[config.mk]
export PLATFORM = sky130hd
export DESIGN_NAME = wdog_safefreq
export DESIGN_NICKNAME = d
export VERILOG_FILES = /design/src/rtl/wdog_pkg.sv /design/src/rtl/wdog_prescaler.sv /design/src/rtl/wdog_tick_counter.sv /design/src/rtl/wdog_alarm.sv /design/src/rtl/wdog_safefreq.sv
export SDC_FILE = /design/constraint.sdc
export NUM_CORES = 1
export LEC_CHECK = 0
export BUFFER_PORTS_ARGS = -buffer_cell sky130_fd_sc_hd__clkbuf_2
export CAP_MARGIN = 20
export CORE_ASPECT_RATIO = 1.2
export CORE_MARGIN = 2
export CORE_UTILIZATION = 61
export CTS_CLUSTER_SIZE = 20
export DETAILED_ROUTE_END_ITERATION = 7
export GPL_ROUTABILITY_DRIVEN = 0
export GPL_TIMING_DRIVEN = 0
export PLACE_DENSITY = 0.93
export SKIP_CTS_REPAIR_TIMING = 1
export SLEW_MARGIN = 10
export SYNTH_ARGS = -nofsm -noshare
export SYNTH_HDL_FRONTEND = slang
export SYNTH_SLANG_ARGS = --single-unit
[constraint.sdc]
create_clock -name clk -period 5 [get_ports clk]
set_input_delay 0.25 -clock clk [delete_from_list [all_inputs] [get_ports clk]]
set_output_delay 0.25 -clock clk [all_outputs]
set_load 0.05 [all_outputs]
[src/rtl/wdog_pkg.sv]
package wdog_pkg;
  typedef enum logic {
    WD_WATCH = 1'b0,
    WD_ALARM = 1'b1
  } wd_state_e;
endpackage

[src/rtl/wdog_prescaler.sv]
module wdog_prescaler #(
  parameter int TICK_CYCLES = 29_300_000
) (
  input  logic clk,
  input  logic rst_n,
  input  logic run,
  input  logic restart,
  output logic tick
);
  localparam int CW = (TICK_CYCLES > 1) ? $clog2(TICK_CYCLES) : 1;
  localparam logic [CW-1:0] LAST = CW'(TICK_CYCLES - 1);

  logic [CW-1:0] phase_q;

  assign tick = run && !restart && (phase_q == LAST);

  always_ff @(posedge clk) begin
    if (!rst_n || !run || restart) phase_q <= '0;
    else if (phase_q == LAST)      phase_q <= '0;
    else                           phase_q <= phase_q + 1'b1;
  end

  // a stopped prescaler starts from phase zero
  assert_stop_phase_R9: assert property (@(posedge clk) disable iff (!rst_n)
    !run |=> phase_q == '0);
endmodule

[src/rtl/wdog_tick_counter.sv]
module wdog_tick_counter #(
  parameter int TMO_W = 8
) (
  input  logic             clk,
  input  logic             rst_n,
  input  logic             run,
  input  logic             restart,
  input  logic             tick,
  input  logic [TMO_W-1:0] limit,
  output logic             expire
);
  logic [TMO_W-1:0] elapsed_q;

  assign expire = run && !restart && tick && (limit != '0) &&
                  (elapsed_q == limit - 1'b1);

  always_ff @(posedge clk) begin
    if (!rst_n || !run || restart) elapsed_q <= '0;
    else if (expire)               elapsed_q <= '0;
    else if (tick)                 elapsed_q <= elapsed_q + 1'b1;
  end

  // any reload leaves the elapsed count at zero
  assert_reload_R3: assert property (@(posedge clk) disable iff (!rst_n)
    restart |=> elapsed_q == '0);
endmodule

[src/rtl/wdog_alarm.sv]
module wdog_alarm
  import wdog_pkg::*;
#(
  parameter int RST_CYCLES = 16
) (
  input  logic clk,
  input  logic rst_n,
  input  logic enable,
  input  logic expire,
  input  logic status_clr,
  output logic alarm_o,
  output logic rst_req_o
);
  localparam int PW = $clog2(RST_CYCLES + 1);

  wd_state_e     state_q;
  logic [PW-1:0] pulse_q;

  always_ff @(posedge clk) begin
    if (!rst_n || !enable) begin
      state_q <= WD_WATCH;
      pulse_q <= '0;
    end else begin
      if (status_clr)  state_q <= WD_WATCH;
      else if (expire) state_q <= WD_ALARM;
      if (expire && !status_clr && state_q == WD_WATCH) pulse_q <= PW'(RST_CYCLES);
      else if (pulse_q != '0)                           pulse_q <= pulse_q - 1'b1;
    end
  end

  assign alarm_o   = (state_q == WD_ALARM);
  assign rst_req_o = (pulse_q != '0);

  // alarm persists until cleared
  assert_alarm_hold_R8: assert property (@(posedge clk) disable iff (!rst_n)
    alarm_o && enable && !status_clr |=> alarm_o);
  // clear drops the alarm
  assert_alarm_clear_R8: assert property (@(posedge clk) disable iff (!rst_n)
    status_clr |=> !alarm_o);
  // disable drops alarm and reset request
  assert_disable_R9: assert property (@(posedge clk) disable iff (!rst_n)
    !enable |=> !alarm_o && !rst_req_o);
  // a reset pulse only starts together with a new alarm
  assert_pulse_start_R6: assert property (@(posedge clk) disable iff (!rst_n)
    $rose(rst_req_o) |-> $rose(alarm_o));
endmodule

[src/rtl/wdog_safefreq.sv]
module wdog_safefreq #(
  parameter int TICK_CYCLES = 29_300_000,
  parameter int RST_CYCLES  = 16,
  parameter int TMO_W       = 8,
  parameter int CODE_W      = 5,
  parameter int TMO_RESET   = 16
) (
  input  logic              clk,
  input  logic              rst_n,
  input  logic              wd_enable,
  input  logic [TMO_W-1:0]  tmo_wdata,
  input  logic              tmo_we,
  input  logic [CODE_W-1:0] safe_code,
  input  logic [CODE_W-1:0] norm_code,
  input  logic              kick,
  input  logic              status_clr,
  output logic              alarm_status,
  output logic              rst_req,
  output logic [CODE_W-1:0] freq_sel
);
  localparam logic [TMO_W-1:0] TMO_INIT = TMO_W'(TMO_RESET);

  logic [TMO_W-1:0] tmo_q;
  logic run, reload, tick_w, expire_w;

  always_ff @(posedge clk) begin
    if (!rst_n)      tmo_q <= TMO_INIT;
    else if (tmo_we) tmo_q <= tmo_wdata;
  end

  assign run    = wd_enable && !alarm_status;
  assign reload = kick || tmo_we || status_clr;

  wdog_prescaler #(.TICK_CYCLES(TICK_CYCLES)) u_pre (
    .clk(clk), .rst_n(rst_n), .run(run), .restart(reload), .tick(tick_w)
  );

  wdog_tick_counter #(.TMO_W(TMO_W)) u_cnt (
    .clk(clk), .rst_n(rst_n), .run(run), .restart(reload),
    .tick(tick_w), .limit(tmo_q), .expire(expire_w)
  );

  wdog_alarm #(.RST_CYCLES(RST_CYCLES)) u_alm (
    .clk(clk), .rst_n(rst_n), .enable(wd_enable), .expire(expire_w),
    .status_clr(status_clr), .alarm_o(alarm_status), .rst_req_o(rst_req)
  );

  assign freq_sel = alarm_status ? safe_code : norm_code;

  // no ticks are counted during an alarm
  assert_frozen_R10: assert property (@(posedge clk) disable iff (!rst_n)
    alarm_status |-> !tick_w);
  // a zero timeout cannot raise the alarm
  assert_zero_tmo_R5: assert property (@(posedge clk) disable iff (!rst_n)
    (tmo_q == '0) && !alarm_status |=> !alarm_status);
endmodule

* Yosys cells after proc, flatten, opt, wreduce, memory -nomap -nowiden
Cells that the tools add are included.
** Word-level totals
- Register bits :: 47
- Input bits :: 24
- Logic and storage cells :: 42
** Operators by class
- Add/sub/neg operators :: 4
- Eq/ne operators :: 2
- Multiplexer cells :: 3
- Bitwise gates (word level) :: 1
- Reductions and logical operators :: 26
** Operator list (count)
- 25-bit by 1-bit adder with 25-bit output (second input constant) :: 1
- 25-bit equality test (second input constant) :: 1
- 5-bit 2-to-1 mux :: 3
- 8-bit by 1-bit adder with 8-bit output (second input constant) :: 1
- 8-bit equality test :: 1
- 1-bit logical AND :: 8
- 8-bit nonzero test :: 1
- 2-bit OR reduction :: 4
- 8-bit by 1-bit subtractor with 8-bit output (second input constant) :: 1
- 1-bit logical NOT :: 6
- 1-bit logical OR :: 5
- 5-bit nonzero test :: 1
- 5-bit by 1-bit subtractor with 5-bit output (second input constant) :: 1
- 2-bit nonzero test :: 1
- 1-bit inverter :: 1

* Depth between registers and ports, before layout
Gate-level depths: netlist of the first run.
- Depth in word-level cells :: 11
- Depth in mapped cells :: 8
- Gate-level depth less buffers :: 8

* Modules after synthesis
Synthesis of the first run repeated with hierarchy kept, for this count alone.
** Unflattened totals
- Cell total of the unflattened synthesis :: 274
- Area total of the unflattened synthesis :: 2511.2 um^2
** Modules (own cells, without submodules)
- wdog_prescaler :: times used 1, cells each 141, area an instance 1247.4 um^2, sequential area each 500.5 um^2
- wdog_tick_counter :: times used 1, cells each 72, area an instance 623.1 um^2, sequential area each 160.2 um^2
- wdog_safefreq :: times used 1, cells each 32, area an instance 367.9 um^2, sequential area each 160.2 um^2
- wdog_alarm :: times used 1, cells each 29, area an instance 272.8 um^2, sequential area each 120.1 um^2

* Worst setup path before layout of the first run
OpenSTA, ideal clock, no wires.
- Kind :: reg2reg
- From :: reg u_alm.state_q, in the netlist u_alm.alarm_o
- To :: reg u_cnt.elapsed_q[7]
- Arrival time :: 2.132 ns
- Data required time :: 4.926 ns
- Setup slack :: 2.794 ns
- Cell stages (with the launch flop) :: 8
- Path through :: dfxtp_1 > buf_6 > nand2b_4 > or4_4 > nor4_4 > nand4_1 > xor2_1 > nor3_2
** Between the ends
- Word-level cells in the longest chain between the ends :: 8
- Elaborated cells between the ends (all ways) :: 11
** Ends and longest elaborated chain
- from (decl) :: RTL line wdog_alarm.sv:16 : wd_state_e state_q;
- from (signal assigned) :: RTL line wdog_alarm.sv:21 : state_q <= WD_WATCH;
- from (signal assigned) :: RTL line wdog_alarm.sv:24 : if (status_clr) state_q <= WD_WATCH;
- from (signal assigned) :: RTL line wdog_alarm.sv:25 : else if (expire) state_q <= WD_ALARM;
- 1-bit logical NOT * :: RTL line wdog_safefreq.sv:31 : assign run = wd_enable && !alarm_status;
- 1-bit logical AND * :: RTL line wdog_safefreq.sv:31
- 1-bit logical AND :: RTL line wdog_prescaler.sv:15, wdog_tick_counter.sv:14
- 1-bit logical AND :: RTL line wdog_prescaler.sv:15 : assign tick = run && !restart && (phase_q == LAST);
- 1-bit logical AND (3 in series) :: RTL line wdog_tick_counter.sv:14 : assign expire = run && !restart && tick && (limit != '0) &&
- 2-bit OR reduction (no line)
- to (signal assigned) :: RTL line wdog_tick_counter.sv:20 : else if (tick) elapsed_q <= elapsed_q + 1'b1;
- to (decl) :: RTL line wdog_tick_counter.sv:12 : logic [TMO_W-1:0] elapsed_q;
Mark *: on every way between the ends. The rest lies on a longest branch, timed or not.
A chain may end at the register's enable or synchronous reset.

* Final worst setup path of the first run
- From :: reg u_pre.phase_q[14]
- To :: reg u_cnt.elapsed_q[2]
** Between the ends
- Word-level cells in the longest chain between the ends :: 6
** Ends and longest elaborated chain
- from (decl) :: RTL line wdog_prescaler.sv:13 : logic [CW-1:0] phase_q;
- from (signal assigned) :: RTL line wdog_prescaler.sv:20 : else phase_q <= phase_q + 1'b1;
- 25-bit equality test * :: RTL line wdog_prescaler.sv:15
- 1-bit logical AND * :: RTL line wdog_prescaler.sv:15
- 1-bit logical AND (3 in series) :: RTL line wdog_tick_counter.sv:14
- 2-bit OR reduction (no line)
Marked as above.

==> results by group, run 1 <==
Worst hold path
  – Min-delay worst type: primary input to register

STA
  – Clock Skew: 0.00490 ns
  – # setup viols final: 0
  – Worst slew pin tran: 0.761 ns
  – Setup TNS: 0 ns
  – Max frequency: 436 MHz
  – Max Slew Vio Count: 0
  – Final worst-path cycle share: 0.459
  – Endpoints failing hold: 0
  – RSZ-0062 raised after global routing: false
  – Max_slew headroom: 0.486
  – Min Tclk post-route: 2.29 ns

Power and ir drop
  – Leak Pwr: 0.990 nW
  – Clk pwr share: 0.261
  – Reg power frac: 0.471
  – Sw power: 281 µW
  – PwrDens: 326 nW/µm²
  – Maximum vdd ir drop: 0.000297 V
  – Combinational Power Share: 0.267
  – Switching fraction of total power: 0.322
  – Int Power: 592 µW

Layout
  – Commonest non-fill, non-tap cell in the layout: dfxtp_1
  – Finished Cell Area: 2680 µm²
  – Layout cell share with drive strength beyond 1: 0.172
  – Fin nets: 331
  – Area Overhead vs Synth: 12.3%
  – Highest-count cells in the layout ignoring fill and taps: dfxtp_1, nor2_1, clkbuf_2, xnor2_1, xor2_1
  – Ant diodes: 0
  – Final Util: 0.726

Drt
  – DR pass1 iterations: 4
  – # DRC: 0
  – Via count: 1,936
  – Routed vias/inst: 5.47
  – WL final: 4350 µm
  – Iteration-0 DRC Markers: 72
  – Wire length per cell: 12.3 µm
  – Routed Antenna Nets: 0

Synthesis
  – Sequential fraction of the synthesis area: 0.394
  – Most used DFF post-synth: dfxtp_1
  – Average size of a mapped cell: 8.95 µm²
  – Cells after Synth: 267
  – Async SR Flop Fraction: 0
  – Yosys reg bits: 47
  – Post-synth EDFFs: 0
  – Post-Syn Nets: 296
  – Yosys Warn Count: 0
  – Netlist cell types: 41
  – Post-Synthesis Cell Area: 2390 µm²

Placement
  – I/O Buffers: 28
  – Area after DPL: 2590 µm²
  – Post-DP HPWL: 3360 µm

Clock tree
  – Inserted Clock Buffers: 5
  – CTS tree: built
  – CTS root buffer: clkbuf_8
  – Reg clk slew, reported paths: 0.08 ns
  – Worst skew pair latency: 0.30 ns
  – Clk sinks: 47
  – Maximum clock path buffer count: 2
  – H-Tree Depth: 2

Critical path
  – Crit start category: register
  – CP max FO: 8
  – Worst EP required: 5.16 ns
  – CP Capture Type: register
  – CP Class: register to register
  – CP arrival: 2.45 ns

Flow run
  – Max Cap Viol: 0

Global route
  – Largest net degree at the start of global routing: 14
  – Total gr overflow: 0
  – Number of global-route vias before repair: 1,902
  – Initial antenna violation count: 0
  – Global-route wire length before repair: 7530 µm
  – GRT Total Usage: 0.221

Floorplanning
  – I/O Pins: 31
  – Core ar.: 3690 µm²
  – Die Area: 4440 µm²
  – # rows: 24
  – DIE HEIGHT: 72.6 µm
  – Die Wd: 61.1 µm
  – Initial Util: 0.647

Outcome
  – Status: complete, no violations
[cells by family (layout without fill, tap and decap cells)]
family,after synthesis,after routing,share of synthesized area
AO/OA/AOI/OAI,13,13,0.0346
flip-flops,47,47,0.394
adder cells (fa/ha/maj),5,5,0.0262
AND/OR/NAND/NOR,129,129,0.295
XOR/XNOR,43,43,0.158
buffers and inverters,16,51,0.0314
multiplexers,14,14,0.0613
[Yosys cell counts (all sizes together), types with 3 or more instances]
cell / instances / area [µm²]
a21oi: 4 / 20.0
nor3: 18 / 95.1
nor2: 34 / 128
and3: 10 / 63.8
mux2: 5 / 56.3
nand2: 17 / 63.8
nand4: 10 / 62.6
xor2: 21 / 184
xnor2: 22 / 193
inv: 9 / 33.8
buf: 3 / 26.3
nor2b: 7 / 43.8
ha: 5 / 62.6
nor4b: 3 / 26.3
dfxtp: 47 / 941
nand3: 14 / 70.1
clkbuf: 4 / 15.0
mux2i: 9 / 90.1
nor4: 4 / 55.1
or2: 3 / 18.8
[flip-flops by register name (all words and copies together) (netlist names)]
register	count
u_pre.phase_q	25
tmo_q	8
u_cnt.elapsed_q	8
u_alm.pulse_q	5
u_alm.alarm_o	1
[worst paths after layout]
check | from | endpoint | slack (ns) | cells after the start
max | u_pre.phase_q[14] | u_cnt.elapsed_q[2] | 2.71 | 6
min | status_clr | u_alm.alarm_o | 0.15 | 2
max reg2reg | u_pre.phase_q[14] | u_cnt.elapsed_q[2] | 2.71 | 6
min reg2reg | u_pre.phase_q[0] | u_pre.phase_q[0] | 0.48 | 1
[worst max-delay path, stage by stage (launching register included)]
cell,delay [ns]
dfxtp_1,0.35
nor4b_1,0.31
nand4_1,0.26
nor4_1,0.35
nand4_1,0.21
nor2_1,0.55
nor3_1,0.13
[cell type report]
type / count / area (µm²)
multi-input combinational: 204 / 1370
fill: 291 / 1010
sequential: 47 / 941
timing repair buffer: 28 / 140
clock buffer: 6 / 82.6
tap: 52 / 65.1
buffer: 7 / 41.3
inverter: 9 / 33.8
clock inverter: 1 / 5.00
[stage by stage]
stage	power, mW	worst slack (ns)	instances	hold slack (ns)
after floorplan	0.609	2.79	267	0.323
after global placement	0.649	2.79	347	0.454
after detailed placement	0.655	2.74	347	0.465
after CTS	0.883	2.71	354	0.137
after global routing	0.922	2.48	354	0.149
final	0.874	2.71	354	0.147
[metal layers]
metal  part of all wire  vias to the layer above  GRT usage
li1                   -                      979          -
met1               0.41                      907      0.228
met2               0.53                       42      0.410
met3              0.043                        8     0.0517
met4              0.018                        0     0.0870
met5                  0                        -          0
[power groups by stage]
stage | Clock (mW) | Combinational (mW) | Sequential (mW)
CTS | 0.235 | 0.236 | 0.412
finish | 0.228 | 0.234 | 0.412
floorplan | 0 | 0.192 | 0.417
global route | 0.246 | 0.260 | 0.416
global placement | 0 | 0.229 | 0.420
detailed placement | 0 | 0.235 | 0.421
Power figures use the tool's default switching activity.
==> inputs of run 2 (changes only) <==
--- a/config.mk
+++ b/config.mk
@@ -9,12 +9,12 @@
 export CAP_MARGIN = 20
 export CORE_ASPECT_RATIO = 1.2
 export CORE_MARGIN = 2
-export CORE_UTILIZATION = 61
+export CORE_UTILIZATION = 51
 export CTS_CLUSTER_SIZE = 20
 export DETAILED_ROUTE_END_ITERATION = 7
 export GPL_ROUTABILITY_DRIVEN = 0
 export GPL_TIMING_DRIVEN = 0
-export PLACE_DENSITY = 0.93
+export PLACE_DENSITY = 0.84
 export SKIP_CTS_REPAIR_TIMING = 1
 export SLEW_MARGIN = 10
 export SYNTH_ARGS = -nofsm -noshare
==> constraint.sdc (replaced) <==
create_clock -name clk -period 2.1 [get_ports clk]
set_input_delay 0.105 -clock clk [delete_from_list [all_inputs] [get_ports clk]]
set_output_delay 0.105 -clock clk [all_outputs]
set_load 0.05 [all_outputs]
==> run 2 against run 1 <==
The flow now finishes with violations (negative setup slack). Setup slack got worse by 2.7 ns. First-iteration DRC count rose by 56%. Critical path depth rose by 1. Die area rose by 18%. Global-route usage fell by 3.7 points. Cell count rose by 3.7%. Core utilization fell by 10 points. Final area rose by 6.4%. Via count rose by 1.0%. Sequential share of layout area fell by 1.8 points. Sequential power rose by 140%. Clock power rose to 3.0 times the previous value. Critical endpoint is now u_cnt.elapsed_q[7]. Largest cell class unchanged. Highest routed layer unchanged.
==> results by group, run 2 (synthesis gave the netlist of run 1 again) <==
STA
  – Worst setup margin: -0.0307 ns (-2.74 ns)
  – Max Slew Vio Count: 0 (unchanged)
  – Final worst-path cycle share: 1.01 (+0.556)
  – Clock Skew: 0.0102 ns (+0.00525 ns)
  – Max_slew headroom: 0.558 (+0.0725)
  – # setup viols final: 2 (+2)
  – Endpoints failing hold: 0 (unchanged)
  – Setup TNS: -0.0555 ns (-0.0555 ns)
  – Min Tclk post-route: 2.13 ns (-0.163 ns)
  – Worst slew pin tran: 0.658 ns (-0.103 ns)
  – Max frequency: 469 MHz (+7.7%)
  – RSZ-0062 raised after global routing: true

Critical path
  – CP max FO: 8 (unchanged)
  – Critical path's top delay family: simple AND/OR/NAND/NOR gates
  – CP max stage delay: 0.50 ns (-0.05 ns)
  – Worst EP required: 2.33 ns (-2.83 ns)
  – CP Class: register to register
  – Crit start category: register
  – Buf/Inv on CP: 1 (+1)
  – Critical-path top delay cell: nor4_4
  – CP arrival: 2.36 ns (-0.09 ns)
  – Crit-path cells: buf_6, nand2b_4, or4_4, nor4_4, nand4_1, xor2_1, nor3_2
  – CP Capture Type: register

Placement
  – Post-DP HPWL: 3380 µm (+0.45%)
  – I/O Buffers: 28 (unchanged)
  – Pre-CTS setup slack: -0.211 ns (-2.95 ns)
  – Area after DPL: 2600 µm² (+0.29%)

Outcome
  – Failing checks: negative setup slack
  – Status: finished with violations

Global route
  – Global-route wire length before repair: 7620 µm (+1.1%)
  – Largest net degree at the start of global routing: 15 (+1)
  – Total gr overflow: 0 (unchanged)
  – GRT Total Usage: 0.183 (-0.0373)
  – Initial antenna violation count: 0 (unchanged)
  – Number of global-route vias before repair: 1,915 (+0.68%)

Floorplanning
  – Core ar.: 4560 µm² (+23%)
  – # rows: 27 (+13%)
  – DIE HEIGHT: 79.0 µm (+8.8%)
  – I/O Pins: 31 (unchanged)
  – Die Wd: 66.5 µm (+8.8%)
  – Die Area: 5250 µm² (+18%)
  – Initial Util: 0.524 (-0.123)

Clock tree
  – Clk sinks: 47 (unchanged)
  – Worst skew pair latency: 0.30 ns (about the same)
  – Inserted Clock Buffers: 5 (unchanged)
  – H-Tree Depth: 2 (unchanged)
  – Reg clk slew, reported paths: 0.09 ns (about the same)
  – Maximum clock path buffer count: 2 (unchanged)
  – CTS root buffer: clkbuf_8
  – CTS tree: built

Layout
  – Commonest non-fill, non-tap cell in the layout: dfxtp_1
  – Fin nets: 337 (+1.8%)
  – Ant diodes: 0 (unchanged)
  – Largest regs: u_pre.phase_q x25, tmo_q x8, u_cnt.elapsed_q x8
  – Area Overhead vs Synth: 19.4%
  – FF+latch area: 951 µm² (+1.1%)
  – Finished Cell Area: 2850 µm² (+6.4%)
  – Footprint of the multi-input gates: 1440 µm² (+4.6%)
  – Highest-count cells in the layout ignoring fill and taps: dfxtp_1, nor2_1, clkbuf_2, xnor2_1, xor2_1
  – Layout fillers: 377 (+30%)
  – Largest register by flop count: u_pre.phase_q
  – Layout cell share with drive strength beyond 1: 0.256 (+0.0835)
  – Final Util: 0.626 (-0.100)
  – Max FFs per register: 25 (unchanged)

Power and ir drop
  – PwrDens: 790 nW/µm² (+140%)
  – Maximum vdd ir drop: 0.000549 V (+85%)
  – Total power: 2.25 mW (+160%)
  – Leak Pwr: 1.07 nW (+8.3%)

Drt
  – Wire length per cell: 13.0 µm (+6.0%)
  – Via count: 1,956 (+1.0%)
  – WL final: 4780 µm (+9.9%)
  – # DRC: 0 (unchanged)
  – DR pass1 iterations: 4 (unchanged)
  – Routed Antenna Nets: 0 (unchanged)
  – Iteration-0 DRC Markers: 112 (+56%)
  – Routed vias/inst: 5.33 (-2.5%)

Worst hold path
  – Min-delay worst type: primary input to register

Flow run
  – Max Cap Viol: 0 (unchanged)
==> run 2: cell types whose count changed in the layout (fill, tap and decap cells not counted), sizes merged <==
cell / change
buf: +8
clkbuf: -3
bufinv: +1
dlygate4sd3: +1
==> run 2: power breakdown <==
group          switching, mW  leakage, nW  internal (mW)
Sequential            0.0482        0.384          0.938
Combinational          0.361        0.627          0.231
Clock                  0.292       0.0612          0.385
==> run 2: routing by layer <==
metal	vias up	share of wire	track usage	wire length (µm)
met5	-	0	0	0
met4	0	0.015	0.0612	70
met3	7	0.036	0.0397	170
met2	43	0.53	0.353	2560
met1	906	0.41	0.190	1980
li1	1000	-	-	-
==> run 2: path summary, 6_finish.rpt <==
| path | from | endpoint | slack [ns] | cells past startpoint |
|---|---|---|---|---|
| min reg2reg | u_pre.phase_q[19] | u_pre.phase_q[19] | 0.49 | 2 |
| min | tmo_wdata[4] | tmo_q[4] | 0.04 | 3 |
| max | u_alm.alarm_o | u_cnt.elapsed_q[7] | -0.03 | 7 |
| max reg2reg | u_alm.alarm_o | u_cnt.elapsed_q[7] | -0.03 | 7 |
==> run 2: area by class of cell <==
class / count / area share
Buffer: 5 / 0.0136
Clock buffer: 6 / 0.0289
Clock inverter: 2 / 0.0123
Inverter: 9 / 0.0118
Multi-Input combinational cell: 204 / 0.504
Sequential cell: 47 / 0.333
Tap cell: 58 / 0.0254
Timing Repair Buffer: 36 / 0.0710
==> run 2: metrics by stage <==
step | std cells | hold WS [ns]
after floorplan | 267 | 0.178
after global placement | 353 | 0.307
after detailed placement | 353 | 0.319
after CTS | 361 | -0.00161
after global routing | 367 | 0.0384
final | 367 | 0.0433
==> run 2: worst reg2reg max path, delay by kind of cell, from the launching register on <==
kind                   cells  cell delay [ns]
AND/OR/NAND/NOR            5             1.42
buffers and inverters      1             0.13
XOR/XNOR                   1             0.18
flip-flops                 1             0.33
==> inputs of run 3 (changes only) <==
--- a/config.mk
+++ b/config.mk
@@ -6,15 +6,15 @@
 export NUM_CORES = 1
 export LEC_CHECK = 0
 export BUFFER_PORTS_ARGS = -buffer_cell sky130_fd_sc_hd__clkbuf_2
-export CAP_MARGIN = 20
 export CORE_ASPECT_RATIO = 1.2
 export CORE_MARGIN = 2
-export CORE_UTILIZATION = 51
+export CORE_UTILIZATION = 54
+export CTS_BUF_LIST = sky130_fd_sc_hd__clkbuf_8
 export CTS_CLUSTER_SIZE = 20
 export DETAILED_ROUTE_END_ITERATION = 7
 export GPL_ROUTABILITY_DRIVEN = 0
 export GPL_TIMING_DRIVEN = 0
-export PLACE_DENSITY = 0.84
+export PLACE_DENSITY = 0.87
 export SKIP_CTS_REPAIR_TIMING = 1
 export SLEW_MARGIN = 10
 export SYNTH_ARGS = -nofsm -noshare
==> run 3 against run 2 <==
The run now ends clean. Non-clock buffer count grew 3. Fmax grew 3.9%. Register-to-register slack gained 0.08 ns. Power shrank 1.6%. Sequential cell count is the same. First-iteration DRC count grew 38%. Critical path depth shrank 1. Via count grew 2.9%. Sequential power is essentially flat. Critical endpoint is now u_alm.alarm_o.
==> results by group, run 3 (synthesis gave the netlist of run 1 again) <==
Drt
  – WL final: 5020 µm (+5.0%)
  – Routed length on met1: 2120 µm (+6.9%)
  – DR pass1 iterations: 4 (unchanged)
  – Via count: 2,012 (+2.9%)
  – Uppermost layer routed: met4
  – Wire length per cell: 13.7 µm (+5.0%)
  – Routed vias/inst: 5.48 (+2.9%)
  – Iteration-0 DRC Markers: 154 (+38%)
  – WL met3: 217 µm (+28%)
  – # DRC: 0 (unchanged)
  – Routed Antenna Nets: 0 (unchanged)
  – Wire length on met2: 2540 µm (-0.59%)

Critical path
  – R2R Path Start: tmo_q[2]
  – CP max FO: 6 (-2)
  – CP startpoint: tmo_q[2]
  – R2R depth: 6 (-1)
  – CP arrival: 2.28 ns (-0.08 ns)
  – CP Capture Type: register
  – Worst EP required: 2.33 ns (about the same)
  – R2R Path End: u_alm.alarm_o
  – R2R Setup Slk: 0.05 ns (+0.08 ns)
  – Crit start category: register
  – CP Class: register to register
  – CP endpoint: u_alm.alarm_o

Layout
  – Fin nets: 340 (+0.89%)
  – Largest register by flop count: u_pre.phase_q
  – Ant diodes: 0 (unchanged)
  – Area Overhead vs Synth: 20.3%
  – Largest regs: u_pre.phase_q x25, tmo_q x8, u_cnt.elapsed_q x8
  – Max FFs per register: 25 (unchanged)
  – Commonest non-fill, non-tap cell in the layout: dfxtp_1
  – Layout cell share with drive strength beyond 1: 0.254 (-0.00164)
  – Highest-count cells in the layout ignoring fill and taps: dfxtp_1, nor2_1, clkbuf_2, xnor2_1, xor2_1

Clock tree
  – H-Tree Depth: 2 (unchanged)
  – Inserted Clock Buffers: 5 (unchanged)
  – Maximum clock path buffer count: 2 (unchanged)
  – CTS root buffer: clkbuf_8
  – Clk sinks: 47 (unchanged)
  – CTS tree: built
  – Reg clk slew, reported paths: 0.09 ns (about the same)
  – Worst skew pair latency: 0.30 ns (about the same)

Global route
  – Global-route wire length before repair: 7490 µm (-1.7%)
  – Total gr overflow: 0 (unchanged)
  – Number of global-route vias before repair: 1,811 (-5.4%)
  – Largest net degree at the start of global routing: 14 (-1)
  – GRT Total Usage: 0.190 (+0.00683)
  – Initial antenna violation count: 0 (unchanged)

STA
  – Endpoints failing hold: 0 (unchanged)
  – Final worst-path cycle share: 0.977 (-0.0380)
  – Max Slew Vio Count: 0 (unchanged)
  – Min Tclk post-route: 2.05 ns (-0.0798 ns)
  – Max frequency: 488 MHz (+3.9%)
  – Worst slew pin tran: 0.614 ns (-0.0441 ns)
  – Max_slew headroom: 0.588 (+0.0296)
  – Clock Skew: 0.0147 ns (+0.00458 ns)
  – Fin Hold WS: 0.0163 ns (-0.0270 ns)
  – # setup viols final: 0 (-2)

Power and ir drop
  – Leak Pwr: 1.08 nW (+1.0%)
  – Total power: 2.22 mW (-1.6%)
  – PwrDens: 772 nW/µm² (-2.3%)
  – Maximum vdd ir drop: 0.000376 V (-31%)

Floorplanning
  – Die Wd: 64.7 µm (-2.6%)
  – Initial Util: 0.561 (+0.0368)
  – I/O Pins: 31 (unchanged)
  – # rows: 26 (-3.7%)
  – DIE HEIGHT: 76.9 µm (-2.7%)
  – Die Area: 4980 µm² (-5.2%)
  – Core ar.: 4260 µm² (-6.6%)

Worst hold path
  – HP Start: tmo_wdata[4]
  – Min-delay worst type: primary input to register

Flow run
  – Max Cap Viol: 0 (unchanged)

Placement
  – Post-DP HPWL: 3330 µm (-1.4%)
  – I/O Buffers: 28 (unchanged)

Outcome
  – Status: complete, no violations
## run 3: per-layer routing
metal	up-vias	global-route usage
met5	-	0
met4	0	0.0766
met3	15	0.0411
met2	59	0.347
met1	935	0.208
li1	1003	-
## run 3: per-stage QoR
stage | cells | setup WS (ns) | cell area (µm²) | util | setup TNS (ns)
4_1_cts | 358 | -0.222 | 2700 | 0.634 | -4.69
3_3_place_gp | 351 | -0.161 | 2600 | 0.610 | -2.04
5_1_grt | 367 | -0.0872 | 2880 | 0.675 | -0.587
3_5_place_dp | 351 | -0.194 | 2600 | 0.610 | -3.90
6_report | 367 | 0.0491 | 2880 | 0.675 | 0
2_1_floorplan | 267 | 0.00796 | 2390 | - | 0
## run 3: worst min path at each step
| stage | end | slack, ns | depth (start not counted) |
|---|---|---|---|
| 4_1_cts | u_alm.alarm_o | -0.02 | 2 |
| 3_3_place_gp | u_alm.alarm_o | 0.31 | 2 |
| 2_1_floorplan | u_alm.alarm_o | 0.18 | 1 |
| 6_report | tmo_q[4] | 0.02 | 3 |
| 3_5_place_dp | u_alm.alarm_o | 0.31 | 2 |
| 5_1_grt | tmo_q[4] | 0.02 | 3 |
## run 3: where the power goes
group | switching (mW) | leakage [nW] | total [mW] | internal (mW)
logic | 0.357 | 0.644 | 0.596 | 0.238
clock network | 0.295 | 0.0554 | 0.639 | 0.344
registers | 0.0481 | 0.383 | 0.985 | 0.936
total | 0.700 | 1.08 | 2.22 | 1.52
## run 3: area by class of cell
type | count | area (µm²)
Inverter | 9 | 33.8
Clock buffer | 5 | 68.8
Clock inverter | 2 | 33.8
Buffer | 5 | 36.3
Tap cell | 56 | 70.1
Timing Repair Buffer | 39 | 225
Multi-Input combinational cell | 204 | 1460
Sequential cell | 47 | 952
Fill cell | 314 | 1390
## run 3: worst max-delay path, stage by stage, from the launching register on
cell      delay (ns)
dfxtp_1         0.39
nor4_4          0.43
xnor2_1         0.15
o31ai_1         0.32
nand3_1         0.17
or2_1           0.29
a211oi_2        0.20
